`config.mk`:
```
export PLATFORM = sky130hd
export DESIGN_NAME = fsync_metaframe_lock
export DESIGN_NICKNAME = d
export VERILOG_FILES = /design/src/rtl/fsync_pkg.sv /design/src/rtl/fsync_word_cmp.sv /design/src/rtl/fsync_pos_ctr.sv /design/src/rtl/fsync_run_ctr.sv /design/src/rtl/fsync_metaframe_lock.sv
export SDC_FILE = /design/constraint.sdc
export NUM_CORES = 1
export LEC_CHECK = 0
export BUFFER_PORTS_ARGS = -buffer_cell sky130_fd_sc_hd__buf_4
export CAP_MARGIN = 20
export CORE_AREA = 3 3 89 108
export CTS_BUF_LIST = sky130_fd_sc_hd__clkbuf_8
export DETAILED_ROUTE_END_ITERATION = 10
export DIE_AREA = 0 0 92 111
export PLACE_DENSITY = 0.78
export SKIP_LAST_GASP = 1
export SLEW_MARGIN = 20
export SYNTH_ARGS = -nofsm -noshare
export SYNTH_HDL_FRONTEND = slang
export SYNTH_SLANG_ARGS = --single-unit
```
`constraint.sdc`:
```
create_clock -name clk -period 7.4 [get_ports clk]
set_input_delay 1.11 -clock clk [delete_from_list [all_inputs] [get_ports clk]]
set_output_delay 1.11 -clock clk [all_outputs]
set_load 0.05 [all_outputs]
```
`src/rtl/fsync_pkg.sv`:
```
package fsync_pkg;

    localparam int BLK_W       = 64;
    localparam int HDR_W       = 2;
    localparam int SCR_STATE_W = 58;
    localparam int SCR_TYPE_W  = BLK_W - SCR_STATE_W;

    localparam logic [HDR_W-1:0]      CTRL_HDR     = 2'b10;
    localparam logic [BLK_W-1:0]      SYNC_PAYLOAD = 64'h78F6_78F6_78F6_78F6;
    localparam logic [SCR_TYPE_W-1:0] SCR_TYPE     = 6'h0A;

    typedef enum logic [1:0] {
        ST_SEARCH = 2'd0,
        ST_VERIFY = 2'd1,
        ST_LOCKED = 2'd2
    } fsync_state_e;

endpackage

```
`src/rtl/fsync_word_cmp.sv`:
```
module fsync_word_cmp
    import fsync_pkg::*;
(
    input  logic [HDR_W-1:0]       hdr_i,
    input  logic [BLK_W-1:0]       data_i,
    input  logic [SCR_STATE_W-1:0] ref_state_i,
    output logic                   is_sync_o,
    output logic                   scr_ok_o
);

    logic ctrl_hdr;

    always_comb begin
        ctrl_hdr  = (hdr_i == CTRL_HDR);
        is_sync_o = ctrl_hdr && (data_i == SYNC_PAYLOAD);
        scr_ok_o  = ctrl_hdr
                 && (data_i[BLK_W-1:SCR_STATE_W] == SCR_TYPE)
                 && (data_i[SCR_STATE_W-1:0] == ref_state_i);
    end

endmodule

```
`src/rtl/fsync_pos_ctr.sv`:
```
module fsync_pos_ctr #(
    parameter int MF_LEN = 2048
) (
    input  logic clk,
    input  logic rst_n,
    input  logic restart_i,
    input  logic adv_i,
    output logic at_sync_o,
    output logic at_scr_o
);

    localparam int PW = (MF_LEN > 2) ? $clog2(MF_LEN) : 1;
    localparam logic [PW-1:0] LAST = PW'(MF_LEN - 1);
    localparam logic [PW-1:0] ONE  = PW'(1);

    logic [PW-1:0] pos_q;

    always_ff @(posedge clk or negedge rst_n) begin
        if (!rst_n) begin
            pos_q <= '0;
        end else if (restart_i) begin
            pos_q <= ONE;
        end else if (adv_i) begin
            pos_q <= (pos_q == LAST) ? '0 : pos_q + ONE;
        end
    end

    assign at_sync_o = (pos_q == '0);
    assign at_scr_o  = (pos_q == ONE);

endmodule

```
`src/rtl/fsync_run_ctr.sv`:
```
module fsync_run_ctr #(
    parameter int LIMIT = 4,
    localparam int CW = $clog2(LIMIT + 1)
) (
    input  logic          clk,
    input  logic          rst_n,
    input  logic          clr_i,
    input  logic          inc_i,
    output logic [CW-1:0] cnt_o,
    output logic          at_last_o
);

    logic [CW-1:0] cnt_q;

    always_ff @(posedge clk or negedge rst_n) begin
        if (!rst_n) begin
            cnt_q <= '0;
        end else if (clr_i) begin
            cnt_q <= inc_i ? CW'(1) : '0;
        end else if (inc_i && (cnt_q != CW'(LIMIT))) begin
            cnt_q <= cnt_q + CW'(1);
        end
    end

    assign cnt_o     = cnt_q;
    assign at_last_o = (cnt_q == CW'(LIMIT - 1));

endmodule

```
`src/rtl/fsync_metaframe_lock.sv`:
```
module fsync_metaframe_lock
    import fsync_pkg::*;
#(
    parameter int MF_LEN     = 2048,
    parameter int SYNC_NEED  = 4,
    parameter int MISS_LIMIT = 3
) (
    input  logic                   clk,
    input  logic                   rst_n,
    input  logic                   blk_lock_i,
    input  logic                   in_valid_i,
    input  logic [HDR_W-1:0]       in_hdr_i,
    input  logic [BLK_W-1:0]       in_data_i,
    input  logic [SCR_STATE_W-1:0] dscr_state_i,
    output logic                   frame_lock_o,
    output logic                   out_valid_o,
    output logic [HDR_W-1:0]       out_hdr_o,
    output logic [BLK_W-1:0]       out_data_o
);

    localparam int MCW = $clog2(SYNC_NEED + 1);
    localparam int XCW = $clog2(MISS_LIMIT + 1);

    fsync_state_e state_q, state_d;

    logic           is_sync, scr_ok;
    logic           at_sync, at_scr;
    logic           pos_restart, pos_adv;
    logic           match_clr, match_inc, match_last;
    logic           miss_clr, miss_inc, miss_last;
    logic [MCW-1:0] match_cnt;
    logic [XCW-1:0] miss_cnt;

    fsync_word_cmp u_cmp (
        .hdr_i       (in_hdr_i),
        .data_i      (in_data_i),
        .ref_state_i (dscr_state_i),
        .is_sync_o   (is_sync),
        .scr_ok_o    (scr_ok)
    );

    fsync_pos_ctr #(.MF_LEN(MF_LEN)) u_pos (
        .clk       (clk),
        .rst_n     (rst_n),
        .restart_i (pos_restart),
        .adv_i     (pos_adv),
        .at_sync_o (at_sync),
        .at_scr_o  (at_scr)
    );

    fsync_run_ctr #(.LIMIT(SYNC_NEED)) u_match (
        .clk       (clk),
        .rst_n     (rst_n),
        .clr_i     (match_clr),
        .inc_i     (match_inc),
        .cnt_o     (match_cnt),
        .at_last_o (match_last)
    );

    fsync_run_ctr #(.LIMIT(MISS_LIMIT)) u_miss (
        .clk       (clk),
        .rst_n     (rst_n),
        .clr_i     (miss_clr),
        .inc_i     (miss_inc),
        .cnt_o     (miss_cnt),
        .at_last_o (miss_last)
    );

    // Next-state and counter control
    always_comb begin
        state_d     = state_q;
        pos_restart = 1'b0;
        pos_adv     = 1'b0;
        match_clr   = 1'b0;
        match_inc   = 1'b0;
        miss_clr    = 1'b0;
        miss_inc    = 1'b0;
        if (!blk_lock_i) begin
            state_d   = ST_SEARCH;
            match_clr = 1'b1;
            miss_clr  = 1'b1;
        end else if (in_valid_i) begin
            unique case (state_q)
                ST_SEARCH: begin
                    match_clr = 1'b1;
                    miss_clr  = 1'b1;
                    if (is_sync) begin
                        match_inc   = 1'b1;
                        pos_restart = 1'b1;
                        state_d     = ST_VERIFY;
                    end
                end
                ST_VERIFY: begin
                    miss_clr = 1'b1;
                    pos_adv  = 1'b1;
                    if (at_sync) begin
                        if (!is_sync) begin
                            match_clr = 1'b1;
                            state_d   = ST_SEARCH;
                        end else if (match_last) begin
                            match_clr = 1'b1;
                            state_d   = ST_LOCKED;
                        end else begin
                            match_inc = 1'b1;
                        end
                    end
                end
                ST_LOCKED: begin
                    pos_adv = 1'b1;
                    if (at_scr) begin
                        if (scr_ok) begin
                            miss_clr = 1'b1;
                        end else if (miss_last) begin
                            miss_clr = 1'b1;
                            state_d  = ST_SEARCH;
                        end else begin
                            miss_inc = 1'b1;
                        end
                    end
                end
                default: begin
                    state_d   = ST_SEARCH;
                    match_clr = 1'b1;
                    miss_clr  = 1'b1;
                end
            endcase
        end
    end

    // State register
    always_ff @(posedge clk or negedge rst_n) begin
        if (!rst_n) begin
            state_q <= ST_SEARCH;
        end else begin
            state_q <= state_d;
        end
    end

    // Output register: forwarded block and lock flag, aligned
    always_ff @(posedge clk or negedge rst_n) begin
        if (!rst_n) begin
            frame_lock_o <= 1'b0;
            out_valid_o  <= 1'b0;
            out_hdr_o    <= '0;
            out_data_o   <= '0;
        end else begin
            frame_lock_o <= (state_d == ST_LOCKED);
            out_valid_o  <= in_valid_i;
            out_hdr_o    <= in_hdr_i;
            out_data_o   <= in_data_i;
        end
    end

endmodule

```
==> out/metrics.cfg <==
[sta]
maxSlewViolCount = 0
finalSetupViolCount = 0
setup_ws_ns = 3.93
tns_ns = 0
final.period_utilization_pct = 46.8
max_freq_mhz = 288
tightest_slew_ns = 0.891
slew_headroom_pct = 40.1
rsz0062_at_grt = false
hold_viol_final = 0
skew_ns = 0.00360
period_minus_slack_ns = 3.47

[finish]
num_antenna_cells = 0
drive_gt1_share_pct = 41.8
stdcell_count = 639
fin_nets = 660
area_delta_synth_final_pct = 46.6

[setup_path]
critical_path_buf_inv_count = 1
r2r_end = u_match.cnt_o[2]$_DFFE_PN0P_
cp_max_fo = 7
endpoint = u_match.cnt_o[2]$_DFFE_PN0P_
startpoint = in_data_i[19]
end_kind = flop
critical_path.cell_chain = buf_4, or4b_1, or4_4, nor4_4, nand2_1, nor4b_4, mux2i_1, nor2b_1
crit_type = in2reg
arrival_ns = 3.76
slowest_delay_ns = 0.56
cp_data_required_time_ns = 7.69
crit_slowest_cell = or4_4
r2r_setup_slack_ns = 4.47
cp_num_cells = 8
reg2reg_depth = 7
rr_startpoint = u_pos.pos_q[6]$_DFFE_PN0P_
cp-start-kind = input pin
cpLargestDelayFamily = simple AND/OR/NAND/NOR gates

[yosys]
syn_inst = 316
synth_edf_count = 0
syn_avg_cell_area_um2 = 12.2
ys_seq_area_share_pct = 55.7
synthFlopType = dfrtp_1
synthDistinctLibCells = 48
syn_nets = 456
synth_top_area_cell = dfrtp_1
async_flop_share_pct = 100
ys_top_cells_by_area = dfrtp_1 56%, xor2_1 11%, xnor2_1 4.3%
synth-seq-cells = 86
ys_warn_count = 0
yosysTopAreaCellShare_pct = 55.7
netlist_area_mm2 = 0.00387

[placement]
placed_cells = 626
place.gp.congestion = 0.917
dp_slack_ns = 3.58
io_buffers = 195
hpwl_mm = 10.2

[global_routing]
grt_usage_pct = 24.7
overflow = 0
grt_pass1_vias = 3575
antenna_found_initial = 0
grt_start_max_net_pins = 87
grt_pass1_wl_mm = 19.2

[die]
dieArea_mm2 = 0.0102
io_pins = 196
fp-row-count = 37
start_util_pct = 44.9
fp.coreArea_mm2 = 0.00861
dieWidth_um = 92
die_height_um = 111

[route]
drt_iter0_markers = 210
vias = 3342
drt_drc_violations_left = 0
ant_nets = 0
first_pass_iters = 4
via_per_inst = 5.23
wl_mm = 12.3
detail_route.wl_per_cell_um = 19.2

[pwr]
ir_drop_mv = 0.106
power.density_mw_per_mm2 = 185
power_mw = 1.05
leakage_nw = 2.71

[status]
outcome = finished, final reports clean

[cts]
clk_pin_slew_ns = 0.08
clock_sinks = 86
postCtsSetupRepairBufs = 0
cts_tree = done
cts-root-buf = clkbuf_8
clkLatencyLatePin_ns = 0.35
hold_buffers = 0
clockBufferDepth = 2
ctsResizeCount = 0
htree_levels = 3
cts_made_buffers = 9

[worst_hold_path]
holdPathStages = 2
hold_path_class = reg2reg

[flow_run]
maxCapViolations = 0

[power by group]
group	leakage (nW)	total [mW]	switching (mW)	internal (mW)
Combinational	1.57	0.218	0.131	0.0870
Clock	0.100	0.337	0.158	0.178
Sequential	1.04	0.495	0.00724	0.488
[cell usage after synthesis (2+ instances only)]
library cell / instances
nor3b_1: 4
o21ai_0: 7
nand2_1: 7
nor3_1: 7
nor4_1: 14
nor2b_1: 2
inv_1: 10
xnor2_1: 19
or4_1: 2
nor2_1: 19
nor4bb_1: 7
a31oi_1: 3
a21boi_0: 2
dfrtp_1: 86
and4_1: 2
or3_1: 3
ha_1: 12
and3_1: 6
and4b_1: 4
or4b_1: 2
nand4_1: 11
mux2i_1: 2
nand3_1: 11
xor2_1: 47
a21oi_1: 4
[flip-flops by register name (all words and copies together) (netlist names)]
signal         cells
frame_lock_o       1
out_data_o        64
out_hdr_o          2
out_valid_o        1
state_q            2
u_match.cnt_o      3
u_miss.cnt_o       2
u_pos.pos_q       11
[kinds of logic (layout without fill, tap and decap cells)]
| logic type | after synthesis | after routing | share of synthesized area [%] |
|---|---|---|---|
| AO/OA/AOI/OAI | 26 | 26 | 5.08 |
| multiplexers | 2 | 2 | 0.518 |
| XOR/XNOR | 66 | 66 | 15.0 |
| flip-flops | 86 | 86 | 55.7 |
| buffers and inverters | 12 | 218 | 1.20 |
| adder cells (fa/ha/maj) | 12 | 12 | 3.88 |
| AND/OR/NAND/NOR | 112 | 112 | 18.7 |
[layout make-up]
type | instances | area [µm²]
well taps | 117 | 146
repair buffers | 195 | 1470
clock inverters | 1 | 30.0
multi-input cells | 218 | 1670
flip-flops and latches | 86 | 2150
inverters | 10 | 37.5
clock buffers | 12 | 165
fillers | 704 | 2940
[layer usage]
metal	wire, µm	up-vias	track usage (%)
met5	0	-	0
met4	197	0	5.75
met3	1080	19	7.67
met2	6750	168	45.0
met1	4240	1628	28.0
li1	-	1527	-
[layout by cell type (no fill, tap or decap), types with 2 or more instances in the layout]
cell type	n
dfrtp_1	86
ha_1	12
inv_1	10
o21ai_0	7
a21boi_0	2
a31oi_1	3
nand2_1	7
or3_1	3
clkbuf_8	12
buf_4	194
nor2b_1	2
xor2_1	47
or4b_1	2
nor3b_1	4
and4_1	2
mux2i_1	2
xnor2_1	19
nor4bb_1	7
and3_1	6
nand3_1	11
nor4_1	14
a21oi_1	4
nand4_1	11
nor2_1	19
and4b_1	4
nor3_1	7
or4_1	2
[how the worst min path moves through the flow]
stage,slack [ns],start,end
2_1_floorplan,0.49,u_pos.pos_q[10]$_DFFE_PN0P_,u_pos.pos_q[10]$_DFFE_PN0P_
3_3_place_gp,0.53,u_pos.pos_q[10]$_DFFE_PN0P_,u_pos.pos_q[10]$_DFFE_PN0P_
3_5_place_dp,0.53,u_pos.pos_q[10]$_DFFE_PN0P_,u_pos.pos_q[10]$_DFFE_PN0P_
4_1_cts,0.54,u_pos.pos_q[10]$_DFFE_PN0P_,u_pos.pos_q[10]$_DFFE_PN0P_
5_1_grt,0.61,u_match.cnt_o[1]$_DFFE_PN0P_,u_match.cnt_o[1]$_DFFE_PN0P_
6_report,0.54,u_pos.pos_q[10]$_DFFE_PN0P_,u_pos.pos_q[10]$_DFFE_PN0P_
[metrics by stage]
step                util, %  hold slack, ns  instance area [µm²]
global placement       63.5           0.529                 5470
CTS                    65.8           0.543                 5660
detailed placement     63.5           0.526                 5470
finish                 65.8           0.540                 5670
floorplan                 -           0.490                 3870
global route           65.8           0.609                 5670
[tightest hold or removal path, cell delays in order (launching register included)]
cell	delay, ns
dfrtp_1	0.37
a21oi_1	0.05
nor2_1	0.09
No activity file was read; power rests on OpenSTA's default activity.
